`src/rtl/vtg_pkg.sv`:
```
package vtg_pkg;
  parameter int HPW  = 18;
  parameter int HSWW = 14;
  parameter int HWTW = 12;
  parameter int HAW  = 18;
  parameter int VPW  = 16;
  parameter int VSWW = 18;
  parameter int VWTW = 16;
  parameter int VAW  = 16;
  // Widths for window arithmetic: widest field on each axis plus one carry bit.
  localparam int HXW = HPW + 1;
  localparam int VXW = VSWW + 1;

  typedef struct packed {
    logic            hs_hi;
    logic            vs_hi;
    logic            de_hi;
    logic            de_drive;
    logic [HPW-1:0]  hper;
    logic [HSWW-1:0] hsw;
    logic [HWTW-1:0] hwait;
    logic [HAW-1:0]  hact;
    logic [VPW-1:0]  vper;
    logic [VSWW-1:0] vsw;
    logic [VWTW-1:0] vwait;
    logic [VAW-1:0]  vact;
  } vtg_cfg_t;
endpackage

```
`src/rtl/vtg_axis_cnt.sv`:
```
module vtg_axis_cnt #(
  parameter int W = 16
) (
  input  logic         clk,
  input  logic         rst_n,
  input  logic         clr,
  input  logic         step,
  input  logic [W-1:0] period,
  output logic [W-1:0] cnt,
  output logic         at_end
);
  localparam logic [W:0]   ONE_X = 1;
  localparam logic [W-1:0] INC   = 1;

  logic [W-1:0] cnt_d;

  // cnt+1 >= period, so that a period of 0 behaves as a period of 1.
  always_comb at_end = ({1'b0, cnt} + ONE_X) >= {1'b0, period};

  always_comb begin
    cnt_d = cnt;
    if (clr)       cnt_d = '0;
    else if (step) cnt_d = at_end ? '0 : cnt + INC;
  end

  always_ff @(posedge clk or negedge rst_n) begin
    if (!rst_n) cnt <= '0;
    else        cnt <= cnt_d;
  end

  // the position never reaches the held period.
  a_r10_count_in_range: assert property (@(posedge clk) disable iff (!rst_n)
    (period != '0) |-> (cnt < period));
endmodule

```
`src/rtl/vtg_shadow.sv`:
```
module vtg_shadow
  import vtg_pkg::*;
(
  input  logic     clk,
  input  logic     rst_n,
  input  logic     load,
  input  vtg_cfg_t live,
  output vtg_cfg_t held
);
  vtg_cfg_t held_d;

  always_comb held_d = load ? live : held;

  always_ff @(posedge clk or negedge rst_n) begin
    if (!rst_n) held <= '0;
    else        held <= held_d;
  end
endmodule

```
`src/rtl/vtg_decode.sv`:
```
module vtg_decode
  import vtg_pkg::*;
(
  input  logic           en,
  input  logic [HPW-1:0] h,
  input  logic [VPW-1:0] v,
  input  vtg_cfg_t       cfg,
  output logic           hsync_o,
  output logic           vsync_o,
  output logic           de_o,
  output logic           pix_req,
  output logic           line_start,
  output logic           frame_start
);
  logic [HXW-1:0] hx, h_lo, h_hi;
  logic [VXW-1:0] vx, v_lo, v_hi;
  logic           h_win, v_win, hs_act, vs_act, de_act;

  always_comb begin
    hx   = HXW'(h);
    h_lo = HXW'(cfg.hwait);
    h_hi = HXW'(cfg.hwait) + HXW'(cfg.hact);
    vx   = VXW'(v);
    v_lo = VXW'(cfg.vwait);
    v_hi = VXW'(cfg.vwait) + VXW'(cfg.vact);

    h_win  = (hx >= h_lo) && (hx < h_hi);
    v_win  = (vx >= v_lo) && (vx < v_hi);
    hs_act = en && (hx < HXW'(cfg.hsw));
    vs_act = en && (vx < VXW'(cfg.vsw));

    pix_req = en && h_win && v_win;
    de_act  = pix_req && cfg.de_drive;

    hsync_o = hs_act ? cfg.hs_hi : ~cfg.hs_hi;
    vsync_o = vs_act ? cfg.vs_hi : ~cfg.vs_hi;
    de_o    = de_act ? cfg.de_hi : ~cfg.de_hi;

    line_start  = en && (h == '0);
    frame_start = en && (h == '0) && (v == '0);
  end
endmodule

```
`src/rtl/vtg_top.sv`:
```
module vtg_top
  import vtg_pkg::*;
(
  input  logic            clk,
  input  logic            rst_n,
  input  logic            sync_en,
  input  logic            hs_pol_hi,
  input  logic            vs_pol_hi,
  input  logic            de_pol_hi,
  input  logic            de_drive,
  input  logic [HPW-1:0]  line_period,
  input  logic [HSWW-1:0] hsync_width,
  input  logic [HWTW-1:0] h_wait,
  input  logic [HAW-1:0]  h_active,
  input  logic [VPW-1:0]  frame_lines,
  input  logic [VSWW-1:0] vsync_width,
  input  logic [VWTW-1:0] v_wait,
  input  logic [VAW-1:0]  v_active,
  output logic            hsync_o,
  output logic            vsync_o,
  output logic            de_o,
  output logic            pix_req,
  output logic            line_start,
  output logic            frame_start
);
  vtg_cfg_t       live, held;
  logic           en_q, en_d;
  logic           h_end, v_end, load;
  logic [HPW-1:0] h;
  logic [VPW-1:0] v;

  always_comb begin
    live.hs_hi    = hs_pol_hi;
    live.vs_hi    = vs_pol_hi;
    live.de_hi    = de_pol_hi;
    live.de_drive = de_drive;
    live.hper     = line_period;
    live.hsw      = hsync_width;
    live.hwait    = h_wait;
    live.hact     = h_active;
    live.vper     = frame_lines;
    live.vsw      = vsync_width;
    live.vwait    = v_wait;
    live.vact     = v_active;
  end

  always_comb en_d = sync_en;

  always_ff @(posedge clk or negedge rst_n) begin
    if (!rst_n) en_q <= 1'b0;
    else        en_q <= en_d;
  end

  // Reload while stopped, or on the last dot clock of a frame.
  always_comb load = !en_q || (h_end && v_end);

  vtg_shadow u_shadow (
    .clk(clk), .rst_n(rst_n), .load(load), .live(live), .held(held)
  );

  vtg_axis_cnt #(.W(HPW)) u_hcnt (
    .clk(clk), .rst_n(rst_n), .clr(!en_q), .step(en_q),
    .period(held.hper), .cnt(h), .at_end(h_end)
  );

  vtg_axis_cnt #(.W(VPW)) u_vcnt (
    .clk(clk), .rst_n(rst_n), .clr(!en_q), .step(en_q && h_end),
    .period(held.vper), .cnt(v), .at_end(v_end)
  );

  vtg_decode u_dec (
    .en(en_q), .h(h), .v(v), .cfg(held),
    .hsync_o(hsync_o), .vsync_o(vsync_o), .de_o(de_o), .pix_req(pix_req),
    .line_start(line_start), .frame_start(frame_start)
  );

  // a stopped raster emits no strobes.
  a_r8_idle_quiet: assert property (@(posedge clk) disable iff (!rst_n)
    !en_q |-> (!pix_req && !line_start && !frame_start));

  // a frame start is always also a line start.
  a_r3_frame_on_line: assert property (@(posedge clk) disable iff (!rst_n)
    frame_start |-> line_start);

  // the held configuration stays frozen inside a running frame.
  a_r9_cfg_frozen: assert property (@(posedge clk) disable iff (!rst_n)
    (en_q && $past(en_q) && !frame_start) |-> $stable(held));

  // a driven enable pin mirrors the pixel request at its held polarity.
  a_r7_de_tracks: assert property (@(posedge clk) disable iff (!rst_n)
    (held.de_drive) |-> (de_o == (pix_req ? held.de_hi : ~held.de_hi)));
endmodule

```
`config.mk`:
```
export PLATFORM = sky130hd
export DESIGN_NAME = vtg_top
export DESIGN_NICKNAME = d
export VERILOG_FILES = /design/src/rtl/vtg_pkg.sv /design/src/rtl/vtg_axis_cnt.sv /design/src/rtl/vtg_shadow.sv /design/src/rtl/vtg_decode.sv /design/src/rtl/vtg_top.sv
export SDC_FILE = /design/constraint.sdc
export NUM_CORES = 1
export LEC_CHECK = 0
export ABC_CLOCK_PERIOD_IN_PS = 8000
export CAP_MARGIN = 20
export CORE_ASPECT_RATIO = 1.2
export CORE_MARGIN = 4
export CORE_UTILIZATION = 57
export DETAILED_ROUTE_END_ITERATION = 7
export DONT_BUFFER_PORTS = 1
export HOLD_SLACK_MARGIN = 0.12
export PLACE_DENSITY = 0.72
export SYNTH_ARGS = -nofsm -noshare
export SYNTH_HDL_FRONTEND = slang
export SYNTH_SLANG_ARGS = --single-unit
```
`constraint.sdc`:
```
create_clock -name clk -period 8 [get_ports clk]
set_input_delay 1.2 -clock clk [delete_from_list [all_inputs] [get_ports clk]]
set_output_delay 1.2 -clock clk [all_outputs]
set_load 0.005 [all_outputs]
```
==> metrics.md, run 1 <==
| Metric | Value |
|---|---|
| Status | completed |
| DRT Wirelength | ~24000 um |
| Yosys cell types | 56 |
| Power Dens Cells | 211 mW/mm2 |
| Post-CTS sizing | 0 |
| Cell taking the most area after synthesis | dfrtp_1 |
| FMAX | 156 MHz |
| GR Layer Usage met1 | 0.274 |
| Die footprint | around 0.022 mm2 |
| Clock Sinks | ~170 |
| Hold Vio Cnt, Final | 0 |
| Worst setup SP type | register |
| Rows | 56 |
| Hold crit path type | in -> async |
| Ys Warns | 0 |
| Final total power | 2.56 mW |
| Post-CTS Setup Inserts | 0 |
| Worst-path maximum fanout | 4 |
| Reg-to-reg slack, setup | 2.76 ns |
| TritonCTS Buffers | 17 |
| Slew margin rel. | 0.379 |
| Min Tclk post-route | between 6 and 7 ns |
| Setup crit end | de_o |
| # hold bufs at CTS | 0 |
| Setup TNS | 0 ns |
| # nets final | 1341 |
| Drt wl/cell | 18.5 um |
| Syn_area_per_cell | 10.9 um2 |
| Number of global-route vias before repair | 8123 |
| H-tree levels | 4 |
| Share of cells above drive strength 1 | 0.156 |
| Drc violations | 0 |
| Largest net degree at the start of global routing | approximately 170 |
| Reg2reg path depth | 15 |
| WP data arrival | roughly 5.2 ns |
| Max-slew violations | 0 |
| EDFF count, synth | 0 |
| Most Used Layer, Global Route | met2 |
| Vias | 7641 |
| DR pass1 iterations | 4 |
| Die span in x | 137 um |
| Reg-to-reg startpoint | u_hcnt.cnt[2] |
| Via density | between 5 and 6 |
| Final setup viols | 0 |
| WP data required | 6.80 ns |
| Mapped Area | 0.0115 mm2 |
| Core box area | just under 0.02 mm2 |
| DP Wirelength | roughly 18000 um |
| GRT Util Overall | 0.227 |
| CTS tree | done |
| Initial Utilization | 0.582 |
| Initial drt markers | 352 |
| Syn Nets | 1345 |
| CTS Buffer Depth | 2 |
| Max-cap violations | 0 |
| VDD IR max | between 0.15 and 0.2 mV |
| Top FF cell, synth | dfrtp_1 |
| #FFs+latches synth | 167 |
| Synth Instances | 1054 |
| Initial antenna violation count | 0 |
| Leak | 6.29 nW |
| IO Count | 141 |
| GR Layer Usage met3 | 0.0416 |
| Layout area overhead | 6.30% |
| Final antenna-violating net count | 0 |
| Seq/Total Area, Yosys | 0.365 |
| Clk_lat worst skew | roughly 0.44 ns |
| Asr flop ratio synth | 1.00 |
| RSZ-0062 raised after global routing | no |
| Die Ht | 163 um |
| Most common cell after layout, fill and taps aside | dfrtp_1 |
| RD Place Congestion | 0.859 |
| Final worst-path cycle share | 0.800 |
| Skew final | 0.00751 ns |
| Most frequent cells in the layout | dfrtp_1, ha_1, inv_1 |
| Met2 Usage GRT | 0.409 |
| Root buf cell | clkbuf_16 |
| GR Overflow Total | 0 |
| Port bufs | 0 |
| Area share of the largest cell type after synthesis | 0.365 |
| CTS clk-pin slew, worst paths | 0.06 ns |
| Reg-to-Reg End | u_shadow.held[72] |
| Top post-synthesis cells by area | dfrtp_1, ha_1, mux2_4, mux2_2, inv_1 |
| Critical path origin | u_shadow.held[67] |
| # diodes | 0 |
| Worst Setup End Kind | output pin |
| Critical setup path kind | reg -> out |
| Slew @ Worst Pin | 0.929 ns |
| First-pass GRT wire length | 40100 um |
flip-flops by register name, summed over array words and instances, names as in the netlist:
signal         cells
u_hcnt.cnt        18
u_shadow.held    132
en_q               1
u_vcnt.cnt        16
per-layer routing:
layer	part of all wire	wire length, um
met2	0.52	12800
met4	0.019	475
met3	0.047	1160
met5	0	0
met1	0.41	10100
worst max-delay path, stage by stage, from the launching register on:
cell and delay [ns]:
dfrtp_1 0.42, ha_1 0.30, a21o_1 0.18, a21oi_1 0.21, o21bai_1 0.11, a2111o_1 0.47, a31o_2 0.28, o41ai_1 0.58
nor2b_1 0.11, o22ai_1 0.18, ha_1 0.27, a21o_1 0.18, a21oi_1 0.15, nor2b_1 0.08, nor4_1 0.25, a221oi_1 0.13
a31oi_1 0.46, o211ai_1 0.20, xor2_1 0.21
per-stage QoR:
| step | instances | hold WS (ns) | area [um2] | util | worst slack [ns] |
|---|---|---|---|---|---|
| 2_1_floorplan | 1054 | 0.479 | 11500 | - | 2.86 |
| 3_3_place_gp | 1292 | 0.488 | 11600 | 0.589 | 2.16 |
| 3_5_place_dp | 1292 | 0.493 | 11600 | 0.589 | 2.04 |
| 4_1_cts | 1323 | 0.449 | 12200 | 0.619 | 1.56 |
| 5_1_grt | 1323 | 0.444 | 12200 | 0.619 | 1.20 |
| 6_report | 1323 | 0.453 | 12200 | 0.619 | 1.60 |
area by class of cell:
type                            instances  area, um2
Timing Repair Buffer                    2       27.5
Inverter                              111        417
Clock buffer                           24        482
Fill cell                            1593       7510
Clock inverter                          7       95.1
Tap cell                              261        327
Sequential cell                       167       4180
Multi-Input combinational cell        751       6650
cell families (layout without fill, tap and decap cells):
logic type / count (synthesis) / after routing / share of synthesized area
buffers and inverters: 136 / 144 / 0.0548
muxes: 135 / 135 / 0.159
and+or+nand+nor: 216 / 216 / 0.100
DFF: 167 / 167 / 0.365
adders and majority gates: 156 / 156 / 0.172
AOI/OAI and AO/OA: 184 / 184 / 0.104
xor gates and xnor gates: 60 / 60 / 0.0459
Yosys cell counts, drive strengths merged, types with 2 or more instances:
cell / count
o221ai: 2
nor4: 7
o31ai: 3
mux2i: 3
nand3: 41
mux2: 132
ha: 154
a31oi: 6
o311ai: 2
nor3: 11
fa: 2
and2: 22
nor2: 37
o211ai: 7
buf: 16
a2111oi: 3
inv: 111
o21a: 14
or3: 3
a211oi: 7
a41oi: 4
a21oi: 48
a21o: 28
xor2: 23
xnor2: 37
a221oi: 3
and3: 12
and4: 3
o21bai: 3
or4: 4
o21ai: 40
a211o: 4
clkbuf: 9
dfrtp: 167
nand4: 10
nand2b: 16
o41ai: 3
nor4b: 3
nand3b: 2
nor2b: 12
nand2: 32
how the worst min path moves through the flow:
stage	from	to	slack (ns)
after CTS	rst_n	u_shadow.held[4]	0.45
after global placement	u_shadow.held[45]	u_shadow.held[45]	0.49
after detailed placement	u_shadow.held[35]	u_shadow.held[35]	0.49
after global routing	rst_n	u_shadow.held[3]	0.44
after floorplan	u_shadow.held[109]	u_shadow.held[109]	0.48
final	rst_n	u_shadow.held[18]	0.45
where the power goes:
part | switching, mW | leakage (nW) | total (mW) | internal (mW)
Clock | 0.340 | 0.280 | 0.823 | 0.483
Sequential | 0.0865 | 2.02 | 1.03 | 0.948
Combinational | 0.345 | 3.99 | 0.707 | 0.362
No activity file was read; power rests on OpenSTA's default activity.
==> run 2: changes to the inputs <==
--- a/config.mk
+++ b/config.mk
@@ -5,7 +5,8 @@
 export SDC_FILE = /design/constraint.sdc
 export NUM_CORES = 1
 export LEC_CHECK = 0
-export ABC_CLOCK_PERIOD_IN_PS = 8000
+export ABC_AREA = 1
+export ABC_CLOCK_PERIOD_IN_PS = 6700
 export CAP_MARGIN = 20
 export CORE_ASPECT_RATIO = 1.2
 export CORE_MARGIN = 4
==> constraint.sdc (replaced) <==
create_clock -name clk -period 6.7 [get_ports clk]
set_input_delay 1.005 -clock clk [delete_from_list [all_inputs] [get_ports clk]]
set_output_delay 1.005 -clock clk [all_outputs]
set_load 0.005 [all_outputs]
==> run 2 against run 1 <==
Clock power is 13% higher. Hold slack got worse by 0.19 ns. Global-route usage grew 2.5 points. Synthesized cell count is 49% higher. Critical path depth increased by 6. Total power grew 9.4%. Area after synthesis rose by 3.3%. Final cell count increased by 38%. First-iteration DRC count is 55% higher. Critical endpoint unchanged. Largest cell class unchanged. Highest routed layer unchanged.
==> metrics.md, run 2 <==
| Metric | Value |
|---|---|
| Core box area | 0.0203 mm2 (was 0.0197 mm2) |
| CTS clk-pin slew, worst paths | 0.07 ns (was 0.06 ns) |
| VDD IR max | 0.181 mV (was 0.157 mV) |
| Synth cell count leaders | nand2_1, inv_1, nand3_1 (was dfrtp_1, ha_1, inv_1) |
| Cell taking the most area after synthesis | dfrtp_1 (unchanged) |
| Final Non-Filler Cells | 1828 (was 1323) |
| CTS Buffer Depth | 2 (unchanged) |
| Hold crit path type | in -> async (unchanged) |
| Worst setup SP type | register (unchanged) |
| Register Area | 0.00418 mm2 (unchanged) |
| Most frequent cells in the layout | nand2_1, inv_1, nand3_1 (was dfrtp_1, ha_1, inv_1) |
| Final setup viols | 0 (unchanged) |
| Number of global-route vias before repair | 10.1k (was 8123) |
| GRT Util Overall | 0.251 (was 0.227) |
| Die span in x | 140 um (was 137 um) |
| FMAX | 200 MHz |
| Top-count cell post-synth | nand2_1 (was dfrtp_1) |
| Die footprint | 0.0231 mm2 (was 0.0224 mm2) |
| TritonCTS Buffers | 17 (unchanged) |
| Register share of total power | 0.426 (was 0.403) |
| IO Count | 141 (unchanged) |
| WP data arrival | 3.99 ns (was 5.20 ns) |
| Slew margin rel. | 0.402 (was 0.379) |
| Top FF cell, synth | dfrtp_1 (unchanged) |
| Syn Nets | 1866 (was 1345) |
| GR Overflow Total | 0 (unchanged) |
| Final Worst Setup Slack | 1.70 ns (was 1.60 ns) |
| Max-cap violations | 0 (unchanged) |
| Final worst-path cycle share | 0.746 |
| # diodes | 0 (unchanged) |
| Leak | 7.14 nW (was 6.29 nW) |
| Post-CTS Setup Inserts | 0 (unchanged) |
| Skew final | 0.00899 ns (was 0.00751 ns) |
| Die Ht | 166 um (was 163 um) |
| Yosys cell types | 40 (was 56) |
| Critical setup path kind | reg -> out (unchanged) |
| #FFs+latches synth | 167 (unchanged) |
| Asr flop ratio synth | 1.00 (unchanged) |
| EDFF count, synth | 0 (unchanged) |
| Rows | 57 (was 56) |
| Synth Instances | 1575 (was 1054) |
| Layout area overhead | 5.57% (was 6.30%) |
| Design Area, Final | 0.0125 mm2 (was 0.0122 mm2) |
| Post-DP Area | 0.0120 mm2 (was 0.0116 mm2) |
| CTS tree | done (unchanged) |
| Max FFs per register | 132 (unchanged) |
| Reg2reg path depth | 21 (was 15) |
| Placed Cells | 1796 (was 1292) |
| Register with the most flip-flops | u_shadow.held (unchanged) |
| Port bufs | 0 (unchanged) |
| Combinational power share | 0.241 (was 0.276) |
| Share of cells above drive strength 1 | 0.0269 (was 0.156) |
| H-tree levels | 4 (unchanged) |
| Root buf cell | clkbuf_16 (unchanged) |
| Post-layout util | 0.615 (was 0.619) |
| Switching portion of total power | 0.335 (was 0.301) |
| Vias | 9995 (was 7641) |
| FILL cells | 1854 (was 1593) |
| Drt wl/cell | 15.6 um (was 18.5 um) |
| # hold bufs at CTS | 0 (unchanged) |
| Int Pwr | 1.87 mW (was 1.79 mW) |
| Most common cell after layout, fill and taps aside | nand2_1 (was dfrtp_1) |
| Top post-synthesis cells by area | dfrtp_1, ha_1, nand2_1, nand3_1, inv_1 (was dfrtp_1, ha_1, mux2_4, mux2_2, inv_1) |
| Via density | 5.47 (was 5.78) |
| Post-CTS sizing | 0 (unchanged) |
| Clock group share of total power | 0.333 (was 0.321) |
| Max-slew violations | 0 (unchanged) |
| Psw | 940 uW (was 771 uW) |
| Setup TNS | 0 ns (unchanged) |
| Slew @ Worst Pin | 0.897 ns (was 0.929 ns) |
| Power Dens Cells | 225 mW/mm2 (was 211 mW/mm2) |
| Reg-to-reg slack, setup | 1.94 ns (was 2.76 ns) |
| Footprint of the multi-input gates | 0.00663 mm2 (was 0.00665 mm2) |
| Clock Sinks | 167 (unchanged) |
| DR pass1 iterations | 5 (was 4) |
| Drc violations | 0 (unchanged) |
| Seq/Total Area, Yosys | 0.353 (was 0.365) |
| RSZ-0062 raised after global routing | no (unchanged) |
| Worst-path maximum fanout | 3 (was 4) |
| Syn_area_per_cell | 7.51 um2 (was 10.9 um2) |
| RD Place Congestion | 0.918 (was 0.859) |
| Final antenna-violating net count | 0 (unchanged) |
| DP Wirelength | 21500 um (was 18400 um) |
| # nets final | 1841 (was 1341) |
| Status | completed (unchanged) |
| Min Tclk post-route | 5.00 ns |
| Largest net degree at the start of global routing | 168 (unchanged) |
| Hold Vio Cnt, Final | 0 (unchanged) |
| Initial drt markers | 546 (was 352) |
| Clk_lat worst skew | 0.44 ns (about the same) |
| Area share of the largest cell type after synthesis | 0.353 (was 0.365) |
| First-pass GRT wire length | 48300 um (was 40100 um) |
| Worst Setup End Kind | output pin (unchanged) |
| Largest registers | u_shadow.held (132), u_hcnt.cnt (18), u_vcnt.cnt (16) (unchanged) |
| DRT Wirelength | 28500 um (was 24500 um) |
| WP data required | 5.69 ns (was 6.80 ns) |
| Initial Utilization | 0.582 (about the same) |
| Ys Warns | 0 (unchanged) |
| Initial antenna violation count | 0 (unchanged) |
| Setup WS pre-CTS | 1.96 ns (was 2.04 ns) |
| Mapped Area | 0.0118 mm2 (was 0.0115 mm2) |
-- run 2: cell count changes in the layout (fill, tap and decap cells not counted), sizes merged, moves of 14 or more --
cell,previous run,this run
a21o,28,6
and2,22,2
inv,111,209
mux2,132,0
nand2,32,495
nand2b,16,0
nand3,41,194
nand4,10,24
nor2,37,78
o21ai,40,25
xnor2,37,19
-- run 2: cell type report --
class | count | share of cell area
inverter | 205 | 0.0616
tap | 265 | 0.0265
clock inverter | 12 | 0.00761
multi-input combinational | 1154 | 0.531
timing repair buffer | 5 | 0.00300
clock buffer | 20 | 0.0358
sequential | 167 | 0.335
-- run 2: logic make-up after synthesis --
kind of cell	Yosys count	synth area share
simple gates	824	0.295
buf+inv	254	0.0873
flops	167	0.353
compound gates	123	0.0606
xor+xnor	51	0.0377
fa+ha+maj	156	0.166
-- run 2: through the flow --
step	hold WS (ns)	total power, mW
finish	0.261	2.81
global route	0.239	3.01
CTS	0.255	2.83
detailed placement	0.459	1.89
global placement	0.455	1.86
floorplan	0.436	1.73
-- run 2: worst max-delay path, cell delays in order (launching register included) --
cell	delay [ns]
dfrtp_1	0.40
ha_1	0.22
fa_1	0.41
nand2_1	0.08
nand2_1	0.05
a21oi_1	0.22
o21ai_0	0.24
nand3_1	0.16
o21bai_1	0.11
nand3_1	0.08
nand2_1	0.06
xnor2_1	0.24
ha_1	0.30
a21oi_1	0.17
nor3_1	0.07
nor3_1	0.14
nand2_1	0.08
nand2_1	0.06
nand2_1	0.04
nand2_1	0.05
nand2_1	0.04
nand2_1	0.07
nand3_1	0.07
nand2_1	0.06
nand2_1	0.12
-- run 2: layer usage --
metal | routed length (um) | part of all wire | global-route usage | vias to the layer above
li1 | - | - | - | 5066
met1 | 11700 | 0.41 | 0.291 | 4643
met2 | 14700 | 0.52 | 0.460 | 223
met3 | 1190 | 0.042 | 0.0501 | 63
met4 | 860 | 0.030 | 0.0877 | 0
met5 | 0 | 0 | 0 | -
-- run 2: worst paths after layout --
check,from,end
worst max-delay path,u_shadow.held[84],de_o
worst min-delay path,rst_n,u_shadow.held[3]
worst max register to register,u_hcnt.cnt[1],u_vcnt.cnt[14]
worst min register to register,u_shadow.held[118],u_shadow.held[118]
max in group asynchronous,rst_n,u_hcnt.cnt[10]
min in group clk,u_shadow.held[118],u_shadow.held[118]
-- run 2: power by group through the flow --
stage | Combinational, mW | Sequential (mW) | Clock [mW]
2_1_floorplan | 0.546 | 1.18 | 0
3_3_place_gp | 0.644 | 1.22 | 0
3_5_place_dp | 0.672 | 1.21 | 0
5_1_grt | 0.797 | 1.21 | 1.00
6_report | 0.675 | 1.20 | 0.934
4_1_cts | 0.680 | 1.20 | 0.951
